===== config.mk =====
export PLATFORM = sky130hd
export DESIGN_NAME = circ_addr_gen
export DESIGN_NICKNAME = d
export VERILOG_FILES = /design/src/rtl/agu_pkg.sv /design/src/rtl/agu_ctx_file.sv /design/src/rtl/agu_step.sv /design/src/rtl/agu_ring.sv /design/src/rtl/agu_brev.sv /design/src/rtl/circ_addr_gen.sv
export SDC_FILE = /design/constraint.sdc
export NUM_CORES = 2
export LEC_CHECK = 0
export BUFFER_PORTS_ARGS = -buffer_cell sky130_fd_sc_hd__buf_4
export CORE_ASPECT_RATIO = 1.4
export CORE_MARGIN = 2
export CORE_UTILIZATION = 45
export CTS_CLUSTER_SIZE = 40
export DETAILED_ROUTE_END_ITERATION = 16
export SLEW_MARGIN = 20
export SYNTH_ARGS = -nofsm -noshare
export SYNTH_HDL_FRONTEND = slang
export SYNTH_SLANG_ARGS = --single-unit
export TNS_END_PERCENT = 5

===== constraint.sdc =====
create_clock -name clk -period 10.2 [get_ports clk]
set_clock_uncertainty 0.15 [all_clocks]
set_input_delay 0 -clock clk [delete_from_list [all_inputs] [get_ports clk]]
set_output_delay 0 -clock clk [all_outputs]
set_load 0.02 [all_outputs]

===== src/rtl/agu_pkg.sv =====
package agu_pkg;

   typedef enum logic [1:0] {
      AM_IMM  = 2'd0,
      AM_IND  = 2'd1,
      AM_BREV = 2'd2,
      AM_RSVD = 2'd3
   } agu_mode_e;

   typedef enum logic [1:0] {
      AS_SINGLE = 2'd0,
      AS_DUAL   = 2'd1,
      AS_QUAD   = 2'd2,
      AS_RSVD   = 2'd3
   } agu_size_e;

   typedef enum logic [1:0] {
      CF_PTR  = 2'd0,
      CF_BASE = 2'd1,
      CF_LEN  = 2'd2,
      CF_BW   = 2'd3
   } agu_cfg_e;

endpackage


===== src/rtl/agu_ctx_file.sv =====
module agu_ctx_file
   import agu_pkg::*;
#(
   parameter int AW   = 32,
   parameter int NCTX = 4,
   parameter int IW   = 2,
   parameter int BWW  = 6
) (
   input  logic           clk,
   input  logic           rst_n,
   input  logic [IW-1:0]  rd_idx,
   input  logic           upd_en,
   input  logic [IW-1:0]  upd_idx,
   input  logic [AW-1:0]  upd_ptr,
   input  logic           cfg_en,
   input  logic [IW-1:0]  cfg_idx,
   input  logic [1:0]     cfg_sel,
   input  logic [AW-1:0]  cfg_data,
   output logic [AW-1:0]  rd_ptr,
   output logic [AW-1:0]  rd_base,
   output logic [AW-1:0]  rd_len,
   output logic [BWW-1:0] rd_bw
);

   logic [AW-1:0]  ptr_a  [NCTX];
   logic [AW-1:0]  base_a [NCTX];
   logic [AW-1:0]  len_a  [NCTX];
   logic [BWW-1:0] bw_a   [NCTX];

   for (genvar g = 0; g < NCTX; g++) begin : g_ctx
      logic [AW-1:0]  p_q, b_q, l_q;
      logic [BWW-1:0] w_q;
      logic           hit_cfg, hit_upd;

      assign hit_cfg = cfg_en && (cfg_idx == IW'(g));
      assign hit_upd = upd_en && (upd_idx == IW'(g));

      always_ff @(posedge clk) begin
         if (!rst_n) begin
            p_q <= '0;
            b_q <= '0;
            l_q <= '0;
            w_q <= '0;
         end else begin
            if (hit_upd)
               p_q <= upd_ptr;
            else if (hit_cfg && cfg_sel == CF_PTR)
               p_q <= cfg_data;
            if (hit_cfg && cfg_sel == CF_BASE) b_q <= cfg_data;
            if (hit_cfg && cfg_sel == CF_LEN)  l_q <= cfg_data;
            if (hit_cfg && cfg_sel == CF_BW)   w_q <= cfg_data[BWW-1:0];
         end
      end

      assign ptr_a[g]  = p_q;
      assign base_a[g] = b_q;
      assign len_a[g]  = l_q;
      assign bw_a[g]   = w_q;
   end

   assign rd_ptr  = ptr_a[rd_idx];
   assign rd_base = base_a[rd_idx];
   assign rd_len  = len_a[rd_idx];
   assign rd_bw   = bw_a[rd_idx];

endmodule


===== src/rtl/agu_step.sv =====
module agu_step
   import agu_pkg::*;
#(
   parameter int AW = 32
) (
   input  logic [AW-1:0] mod,
   input  logic [1:0]    size,
   output logic [AW-1:0] step
);

   always_comb begin
      unique case (agu_size_e'(size))
         AS_SINGLE: step = mod;
         AS_DUAL:   step = {mod[AW-2:0], 1'b0};
         default:   step = {mod[AW-3:0], 2'b00};
      endcase
   end

endmodule


===== src/rtl/agu_ring.sv =====
module agu_ring #(
   parameter int AW      = 32,
   parameter bit CIRC_EN = 1'b1
) (
   input  logic [AW-1:0] ptr,
   input  logic [AW-1:0] base,
   input  logic [AW-1:0] len,
   input  logic [AW-1:0] step,
   output logic [AW-1:0] nxt
);

   localparam int EW = AW + 2;

   logic signed [EW-1:0] s_sum;
   assign s_sum = $signed({2'b00, ptr}) + $signed({{2{step[AW-1]}}, step});

   if (CIRC_EN) begin : g_circ
      logic signed [EW-1:0] s_base, s_len, s_lim, s_fix;
      assign s_base = $signed({2'b00, base});
      assign s_len  = $signed({2'b00, len});
      assign s_lim  = s_base + s_len;

      always_comb begin
         if (len == '0)
            s_fix = s_sum;
         else if (s_sum >= s_lim)
            s_fix = s_sum - s_len;
         else if (s_sum < s_base)
            s_fix = s_sum + s_len;
         else
            s_fix = s_sum;
      end

      assign nxt = s_fix[AW-1:0];
   end else begin : g_lin
      logic unused_ok;
      assign unused_ok = ^{base, len, s_sum[EW-1:AW]};
      assign nxt = s_sum[AW-1:0];
   end

endmodule


===== src/rtl/agu_brev.sv =====
module agu_brev #(
   parameter int AW  = 32,
   parameter int BWW = 6
) (
   input  logic [AW-1:0]  idx,
   input  logic [BWW-1:0] bw,
   input  logic [AW-1:0]  base,
   output logic [AW-1:0]  addr
);

   localparam logic [BWW:0] AWV = (BWW+1)'(AW);

   logic [AW-1:0]  rev_full, off;
   logic [BWW:0]   bw_eff, sh;

   always_comb begin
      for (int i = 0; i < AW; i++)
         rev_full[i] = idx[AW-1-i];
   end

   assign bw_eff = ({1'b0, bw} > AWV) ? AWV : {1'b0, bw};
   assign sh     = AWV - bw_eff;
   assign off    = (bw_eff == '0) ? '0 : (rev_full >> sh);
   assign addr   = base + off;

endmodule


===== src/rtl/circ_addr_gen.sv =====
module circ_addr_gen
   import agu_pkg::*;
#(
   parameter int AW      = 32,
   parameter int NCTX    = 4,
   parameter bit CIRC_EN = 1'b1,
   parameter bit BREV_EN = 1'b1,
   localparam int IW     = (NCTX > 1) ? $clog2(NCTX) : 1,
   localparam int BWW    = $clog2(AW + 1)
) (
   input  logic          clk,
   input  logic          rst_n,
   input  logic          stall,
   input  logic          req_valid,
   input  logic [IW-1:0] req_ctx,
   input  logic [1:0]    req_mode,
   input  logic          req_pre,
   input  logic [1:0]    req_size,
   input  logic [AW-1:0] req_mod,
   input  logic          cfg_we,
   input  logic [IW-1:0] cfg_ctx,
   input  logic [1:0]    cfg_sel,
   input  logic [AW-1:0] cfg_data,
   output logic          out_valid,
   output logic [AW-1:0] out_addr,
   output logic [AW-1:0] out_ptr
);

   initial begin
      assert (AW >= 8 && AW <= 64) else $error("AW out of range");
      assert (NCTX >= 2 && (1 << IW) == NCTX) else $error("NCTX must be a power of two >= 2");
   end

   logic            fire, cfg_en, upd_en;
   logic [AW-1:0]   ptr_rd, base_rd, len_rd, step, ring_nxt, lin_nxt;
   logic [BWW-1:0]  bw_rd;
   logic [AW-1:0]   brev_idx, brev_addr;
   logic [AW-1:0]   nxt_ptr, eff_addr;
   logic            do_upd;
   agu_mode_e       mode;

   assign fire   = req_valid && !stall;
   assign cfg_en = cfg_we && !stall;
   assign mode   = agu_mode_e'(req_mode);

   agu_ctx_file #(.AW(AW), .NCTX(NCTX), .IW(IW), .BWW(BWW)) u_ctx (
      .clk      (clk),
      .rst_n    (rst_n),
      .rd_idx   (req_ctx),
      .upd_en   (upd_en),
      .upd_idx  (req_ctx),
      .upd_ptr  (nxt_ptr),
      .cfg_en   (cfg_en),
      .cfg_idx  (cfg_ctx),
      .cfg_sel  (cfg_sel),
      .cfg_data (cfg_data),
      .rd_ptr   (ptr_rd),
      .rd_base  (base_rd),
      .rd_len   (len_rd),
      .rd_bw    (bw_rd)
   );

   agu_step #(.AW(AW)) u_step (
      .mod  (req_mod),
      .size (req_size),
      .step (step)
   );

   agu_ring #(.AW(AW), .CIRC_EN(CIRC_EN)) u_ring (
      .ptr  (ptr_rd),
      .base (base_rd),
      .len  (len_rd),
      .step (step),
      .nxt  (ring_nxt)
   );

   assign lin_nxt  = ptr_rd + step;
   assign brev_idx = req_pre ? lin_nxt : ptr_rd;

   if (BREV_EN) begin : g_brev
      agu_brev #(.AW(AW), .BWW(BWW)) u_brev (
         .idx  (brev_idx),
         .bw   (bw_rd),
         .base (base_rd),
         .addr (brev_addr)
      );
   end else begin : g_nobrev
      logic unused_bw;
      assign unused_bw = ^bw_rd;
      assign brev_addr = brev_idx;
   end

   always_comb begin
      nxt_ptr  = ptr_rd;
      eff_addr = req_mod;
      do_upd   = 1'b0;
      unique case (mode)
         AM_IND: begin
            nxt_ptr  = ring_nxt;
            eff_addr = req_pre ? ring_nxt : ptr_rd;
            do_upd   = 1'b1;
         end
         AM_BREV: begin
            nxt_ptr  = lin_nxt;
            eff_addr = brev_addr;
            do_upd   = 1'b1;
         end
         default: begin
            nxt_ptr  = ptr_rd;
            eff_addr = req_mod;
            do_upd   = 1'b0;
         end
      endcase
   end

   assign upd_en = fire && do_upd;

   always_ff @(posedge clk) begin
      if (!rst_n) begin
         out_valid <= 1'b0;
         out_addr  <= '0;
         out_ptr   <= '0;
      end else begin
         out_valid <= fire;
         if (fire) begin
            out_addr <= eff_addr;
            out_ptr  <= nxt_ptr;
         end
      end
   end

   // Helpers for the ring property: request inside the stated input contract.
   logic [AW-1:0] rel_pos, step_mag;
   logic [AW:0]   ring_end;
   logic          in_contract;
   assign rel_pos     = ptr_rd - base_rd;
   assign step_mag    = step[AW-1] ? (~step + 1'b1) : step;
   assign ring_end    = {1'b0, base_rd} + {1'b0, len_rd};
   assign in_contract = (ptr_rd >= base_rd) && (rel_pos < len_rd) &&
                        (step_mag <= len_rd) && !ring_end[AW];

   AST_ONE_CYCLE: assert property (@(posedge clk) disable iff (!rst_n)
      fire |=> out_valid);
   AST_NO_RESULT_IDLE: assert property (@(posedge clk) disable iff (!rst_n)
      !fire |=> !out_valid);
   AST_POST_OLD_PTR: assert property (@(posedge clk) disable iff (!rst_n)
      (fire && mode == AM_IND && !req_pre) |=> out_addr == $past(ptr_rd));
   AST_PRE_NEW_PTR: assert property (@(posedge clk) disable iff (!rst_n)
      (fire && mode == AM_IND && req_pre) |=> out_addr == out_ptr);
   AST_IMM_KEEP: assert property (@(posedge clk) disable iff (!rst_n)
      (fire && mode == AM_IMM) |=> (out_ptr == $past(ptr_rd) && out_addr == $past(req_mod)));
   AST_LINEAR_STEP: assert property (@(posedge clk) disable iff (!rst_n)
      (fire && mode == AM_IND && len_rd == '0) |=> out_ptr == $past(ptr_rd) + $past(step));
   AST_STAY_IN_RING: assert property (@(posedge clk) disable iff (!rst_n)
      (fire && mode == AM_IND && len_rd != '0 && in_contract && CIRC_EN)
      |=> (out_ptr >= $past(base_rd) && (out_ptr - $past(base_rd)) < $past(len_rd)));
   AST_SIZE_LEGAL: assert property (@(posedge clk) disable iff (!rst_n)
      req_valid |-> req_size != 2'd3);
   AST_MODE_LEGAL: assert property (@(posedge clk) disable iff (!rst_n)
      req_valid |-> req_mode != 2'd3);

endmodule


# After elaboration in Yosys (flattened, before gate mapping)
# Cells that the tools add are included.
# op_classes
add_sub_neg	7
magnitude_cmp	4
n_eq_ne	12
shift	1
mux	31
n_bitwise	1
n_reduce_logical	39
# op_table
op	n
2-to-1 mux 32 bit	20
binary-select mux 32 bit (select 2 bit)	3
case mux 32 bit (2 select lines)	3
adder 32 bit	3
adder 33 x 32 -> 34 bit	1
>= comparator 34 bit	1
< comparator 34 x 33 -> 1 bit	1
adder 32 x 32 -> 33 bit	1
logical NOT 32 bit	1
>> shifter 32 x 7 -> 32 bit	1
subtractor 32 bit	1
logical AND 1 bit	27
2-to-1 mux 6 bit	3
== test 2 bit (second input constant)	7
binary-select mux 6 bit (select 2 bit)	1
== test 2 x 1 -> 1 bit (second input constant)	5
logical NOT 2 bit	4
nonzero test 2 bit	4
logical NOT 7 bit	1
subtractor 6 x 7 -> 7 bit (first input constant)	1
greater-than comparator 6 bit (second input constant)	1
>= comparator 3 bit (second input constant)	1
inverter 2 -> 3 bit	1
OR reduction 2 bit	1
2 further kinds	2
# word_totals
ff_bits	473
elab_cells	114

# Longest topological paths before layout
# depth
word_depth	11
ltp_mapped	36

# Hierarchy
# From an unflattened synthesis, not the netlist that was laid out.
# hier_totals
cells_unflattened	4752
area_unflattened_um2	37981.4
# by_module_without_submodules
mod	n_inst	cells_per_inst	area_each_um2	seq_area_each_um2
agu_ctx_file	1	2189	19580.0	8167.8
agu_ring	1	1174	8306.7	0.0
circ_addr_gen	1	809	5999.5	1301.2
agu_brev	1	476	3402.0	0.0
agu_step	1	104	693.2	0.0

# Least setup slack after synthesis
# OpenSTA, ideal clock, no wires.
# synth_timing
kind	in2reg
from	input req_ctx[0]
to	register u_ctx.g_ctx[0].p_q[25]
arrival_time_ns	7.786
required_ns	9.934
path_slack_ns	2.148
path_stages	31
path_buffers	8
cell_sequence	buf_6 > buf_4 > buf_2 > buf_2 > buf_4 > clkbuf_1 > buf_1 > mux4_2 > ha_1 > a21o_1 > a21oi_1 > o21bai_1 > a41oi_1 > o21bai_1 > a221oi_1 > a31oi_1 > o21ai_0 > nand2b_1 > a21oi_1 > xor2_1 > ha_1 > a2111oi_0 > nand4_1 > o31a_1 > a211o_1 > a21oi_2 > buf_2 > a221oi_1 > o32ai_1 > nand2_1 > o211a_1
# synth_between
elab_chain_len	11
word_cells_on_any_way	26
classes_between	add/sub (5); order compare (2); mux (14); bitwise (1); reduce/logical (4)
# synth_lines
item	line_no	text
from (decl)	circ_addr_gen.sv:15	input logic [IW-1:0] req_ctx,
inverter 2 -> 3 bit (implied by the code)	agu_ctx_file.sv:61, agu_ctx_file.sv:62, agu_ctx_file.sv:63	
binary-select mux 32 bit (select 2 bit)	agu_ctx_file.sv:61	assign rd_ptr = ptr_a[rd_idx];
2-to-1 mux 32 bit (implied by the code) (2 in a row)	agu_ctx_file.sv:61	
adder 33 x 32 -> 34 bit	agu_ring.sv:15	assign s_sum = $signed({2'b00, ptr}) + $signed({{2{step[AW-1]}}, step});
adder 32 bit / < comparator 34 x 33 -> 1 bit (equally long branches)	agu_ring.sv:29, agu_ring.sv:28	
2-to-1 mux 32 bit	agu_ring.sv:28	else if (s_sum < s_base)
2-to-1 mux 32 bit	agu_ring.sv:26	else if (s_sum >= s_lim)
2-to-1 mux 32 bit	agu_ring.sv:24	if (len == '0)
case mux 32 bit (2 select lines)	circ_addr_gen.sv:97	unique case (mode)
2-to-1 mux 32 bit	agu_ctx_file.sv:45	if (hit_upd)
to (signal assigned)	agu_ctx_file.sv:46	p_q <= upd_ptr;
to (signal assigned)	agu_ctx_file.sv:48	p_q <= cfg_data;
to (decl)	agu_ctx_file.sv:31	logic [AW-1:0] p_q, b_q, l_q;
# Several ways; a longest one is shown, not always the timed one. The select of a mux whose other input is x is not followed.
# A chain may end at the register's enable or synchronous reset.

# Worst setup path after layout
# layout_timing
from	register u_ctx.g_ctx[3].p_q[0]
to	register out_addr[21]
# layout_between
elab_chain_len	10
word_cells_on_any_way	18
classes_between	add/sub (5); order compare (2); shift (1); mux (10)
# layout_lines
item	line_no	text
from (decl)	agu_ctx_file.sv:31	
from (signal assigned)	agu_ctx_file.sv:46	
from (signal assigned)	agu_ctx_file.sv:48	
binary-select mux 32 bit (select 2 bit) (*)	agu_ctx_file.sv:61	
2-to-1 mux 32 bit (implied by the code) (*) (2 in a row)	agu_ctx_file.sv:61	
parallel branches: the longest is 6 deep, another holds adder 32 bit	n/a	
case mux 32 bit (2 select lines) (*)	circ_addr_gen.sv:97	
to (signal assigned)	circ_addr_gen.sv:126	out_addr <= eff_addr;
to (decl)	circ_addr_gen.sv:25	output logic [AW-1:0] out_addr,
# Mark *: on every way between the ends. The select of a mux whose other input is x is not followed.

==> summary.md <==
| Metric | Value |
|---|---|
| Min cycle time layout | `9.07 ns` |
| Number of buffers between clock root and the deepest sink | `3` |
| Sequential fraction of the synthesis area | `26.1%` |
| Fmax | `110 MHz` |
| Post-CTS Hold Fix Bufs | `94` |
| # nets final | `4923` |
| Critical path launch point type | `flop` |
| Iteration-0 DRC count of the detailed router | `3684` |
| Run status | `complete, no violations` |
| Worst-path clk slew | `0.07 ns` |
| Arr. time, crit path | `9.45 ns` |
| Count of boundary I/O pins | `145` |
| Fraction of final layout cells sized beyond drive strength 1 | `12.7%` |
| Synth Area per Inst | `7.95 um2` |
| Die Area | `82900 um2` |
| CTS HTree Levels | `2` |
| TritonCTS clock tree | `built` |
| Final Max Tran Viols | `0` |
| Final cell count without fillers | `5715` |
| Primary FF master, synth | `dfxtp_1` |
| Number of instances on the worst hold path | `4` |
| Worst R2R Setup Slack | `1.13 ns` |
| R2R depth | `23` |
| Area contributors post-synth | `dfxtp_1 (26%), nand2_1 (8.6%), ha_1 (7.8%), mux4_2 (6.7%), a21boi_0 (5.4%)` |
| Async set-reset flop share out of synthesis | `0%` |
| Routed wire per std cell | `29.2 um` |
| Unrepaired setup endpoints after global routing | `false` |
| Synth area leader | `dfxtp_1` |
| Number of synthesized flops with an enable pin | `0` |
| Count of buffers inserted at the top-level ports | `144` |
| Cells after DPL | `5528` |
| Share of Yosys cell area claimed by the top area cell type | `26.1%` |
| Endpoint of the worst register-to-register path | `out_addr[21]` |
| Crit Path Category | `reg -> reg` |
| Endpoint kind of the worst setup timing path | `flop` |
| Resized cells post-CTS | `0` |
| Antenna violations before repair | `7` |
| Start point of the critical path | `u_ctx.g_ctx[3].p_q[0]` |
| Leakage power | `16.7 nW` |
| Via count of the first global-routing pass | `35506` |
| Number of register bits inferred by synthesis | `473` |
| Maximum vdd drop | `0.118 mV` |
| Grt total ovfl | `0` |
| Via/cell ratio | `6.48` |
| Post-synthesis instance area | `36300 um2` |
| Slew of the pin with the lowest slew margin | `1.21 ns` |
| Final-report setup violation count | `0` |
| Max Fanout on Critical Path | `10` |
| CTS root buf | `clkbuf_16` |
| Placer congestion estimate | `1.05` |
| Core region area | `80000 um2` |
| 1st-pass router iterations | `8` |
| Relative slew slack | `18.8%` |
| Largest net degree at the start of global routing | `216` |
| Antenna Nets Post-Route | `0` |
| Min-Delay Endpoint | `u_ctx.g_ctx[0].p_q[8]` |
| Beginning of the worst register-to-register path | `u_ctx.g_ctx[3].p_q[0]` |
| Sum of routed wire length over all layers | `167000 um` |
| Number of endpoints with negative hold slack in the final report | `0` |
| Number of vias in the routed layout | `37012` |
| Vertical die dimension | `340 um` |
| Total GRT Usage | `38.9%` |
| Starting density of the core | `45.3%` |
| Power per cell area | `134 nW/um2` |
| Number of nets in the synthesized netlist | `4872` |
| Minimum hold slack | `0.0481 ns` |
| Fin crit share | `88.9%` |
| # DRC | `0` |
| Sum of negative setup slack | `0 ns` |
| Min-Delay Startpoint | `req_mode[0]` |
| Width of the die | `244 um` |
| Total clock buffers created by CTS | `51` |
| Number of distinct library cell variants in the gate-level netlist after synthesis | `91` |
| Max-cap viol count | `0` |
| # clock sinks | `473` |
| Clk Latency, worst-skew pair | `0.64 ns` |
| Area growth from synthesis to layout | `13.0%` |
| FILL cells | `7806` |
| HPWL reported at the end of detailed placement | `125000 um` |
| FP Rows | `123` |
| Worst-case setup slack after placement | `1.16 ns` |
| Wire length of the first global-routing pass | `240000 um` |
| Hold Path Class | `in -> reg` |
| Syn Inst Count | `4562` |
| # Post-CTS Setup Buffers | `0` |
| Required arrival time at the worst endpoint | `10.58 ns` |
| Final setup slack of the worst path | `1.13 ns` |
| Warnings from Yosys | `0` |
## per-stage QoR
| step | util, % | power (mW) | area, um2 |
|---|---|---|---|
| 4_1_cts | 51.2 | 5.46 | 41000 |
| 3_5_place_dp | 47.8 | 3.45 | 38300 |
| 5_1_grt | 51.2 | 5.67 | 41000 |
| 3_3_place_gp | 47.8 | 3.45 | 38300 |
| 6_report | 51.2 | 5.50 | 41000 |
| 2_1_floorplan | - | 2.86 | 36300 |
## worst max-delay path, stage by stage, from the launching register on
cell and delay (ns):
dfxtp_1 0.31, mux4_2 0.57, ha_1 0.27, fa_1 0.48, a211oi_1 0.32, o21ai_1 0.20, o311ai_2 0.69, a2111oi_0 0.26
or4_1 0.48, nand2_1 0.21, inv_1 0.21, ha_1 0.34, nand4_1 0.19, nor4_1 0.65, nand2_1 0.11, a21oi_1 0.42
o31a_1 0.33, a211oi_1 0.17, o21ai_2 0.68, buf_4 0.34, o221ai_1 0.19, a221oi_1 0.58, o21ai_0 0.19, dlygate4sd3_1 0.59
## synth_stat cells, types with 63 or more instances
| cell type | number |
|---|---|
| clkbuf_1 | 289 |
| nor2_1 | 279 |
| a221oi_1 | 64 |
| mux4_2 | 108 |
| a21o_1 | 65 |
| a21oi_1 | 283 |
| a21boi_0 | 261 |
| dfxtp_1 | 473 |
| mux2i_1 | 119 |
| xnor2_1 | 63 |
| mux2_2 | 86 |
| nand3_1 | 80 |
| nand2_1 | 835 |
| ha_1 | 225 |
| inv_1 | 139 |
| o21ai_0 | 266 |
## final cells by class
| type | count | area (um2) | share of cell area, % |
|---|---|---|---|
| Inverter | 140 | 526 | 1.28 |
| Antenna cell | 2 | 5.00 | 0.0122 |
| Clock inverter | 19 | 288 | 0.702 |
| Sequential cell | 473 | 9470 | 23.1 |
| Multi-Input combinational cell | 3605 | 25000 | 61.1 |
| Clock buffer | 72 | 1470 | 3.58 |
| Timing Repair Buffer | 342 | 2860 | 6.97 |
| Tap cell | 1062 | 1330 | 3.24 |
## layout by cell type, fill, tap and decap left out, types with 56 or more instances in the layout
cell           instances
buf_4                242
mux4_2               108
mux2_2                86
dlygate4sd3_1         94
ha_1                 223
a221oi_1              64
nand3_1               79
a21oi_1              283
nand2_1              825
xnor2_1               62
mux2i_1              119
dfxtp_1              473
a21boi_0             261
inv_1                138
nor2_1               271
o21ai_0              266
a21o_1                65
o211ai_1              56
## how the worst max path moves through the flow
stage | to | slack [ns] | depth (start not counted)
6_report | out_addr[21] | 1.13 | 23
2_1_floorplan | u_ctx.g_ctx[0].p_q[25] | 2.15 | 31
4_1_cts | out_addr[21] | 1.23 | 23
5_1_grt | out_addr[21] | 0.83 | 25
3_3_place_gp | u_ctx.g_ctx[2].p_q[27] | 1.26 | 26
3_5_place_dp | u_ctx.g_ctx[1].p_q[27] | 1.16 | 27
## state kept, by name, indices dropped and copies added (netlist names)
signal and flops:
out_valid 1, u_ctx.g_ctx.b_q 128, out_addr 32, u_ctx.g_ctx.p_q 128
out_ptr 32, u_ctx.g_ctx.l_q 128, u_ctx.g_ctx.w_q 24
## power breakdown
group	switching, mW	leakage (nW)	internal [mW]
logic	1.07	12.0	0.518
registers	0.0339	3.82	1.89
clock network	0.859	0.858	1.13
## layer usage
metal | up-vias | global-route usage [%] | wire, um
met5 | - | 0 | 38
met4 | 4 | 26.9 | 13600
met3 | 558 | 6.79 | 12700
met2 | 1728 | 65.4 | 78700
met1 | 18006 | 44.8 | 61700
li1 | 16716 | - | -
## kinds of logic (layout without fill, tap and decap cells)
family	Yosys count	after routing	share of synthesized area, %
xor+xnor	105	105	2.54
simple gates	1524	1524	18.3
compound gates	1433	1433	27.2
mux	313	313	12.7
buf+inv	484	573	5.19
fa+ha+maj	230	230	8.04
other cells	0	2	0
flops	473	473	26.1
No activity file was read; power rests on OpenSTA's default activity.
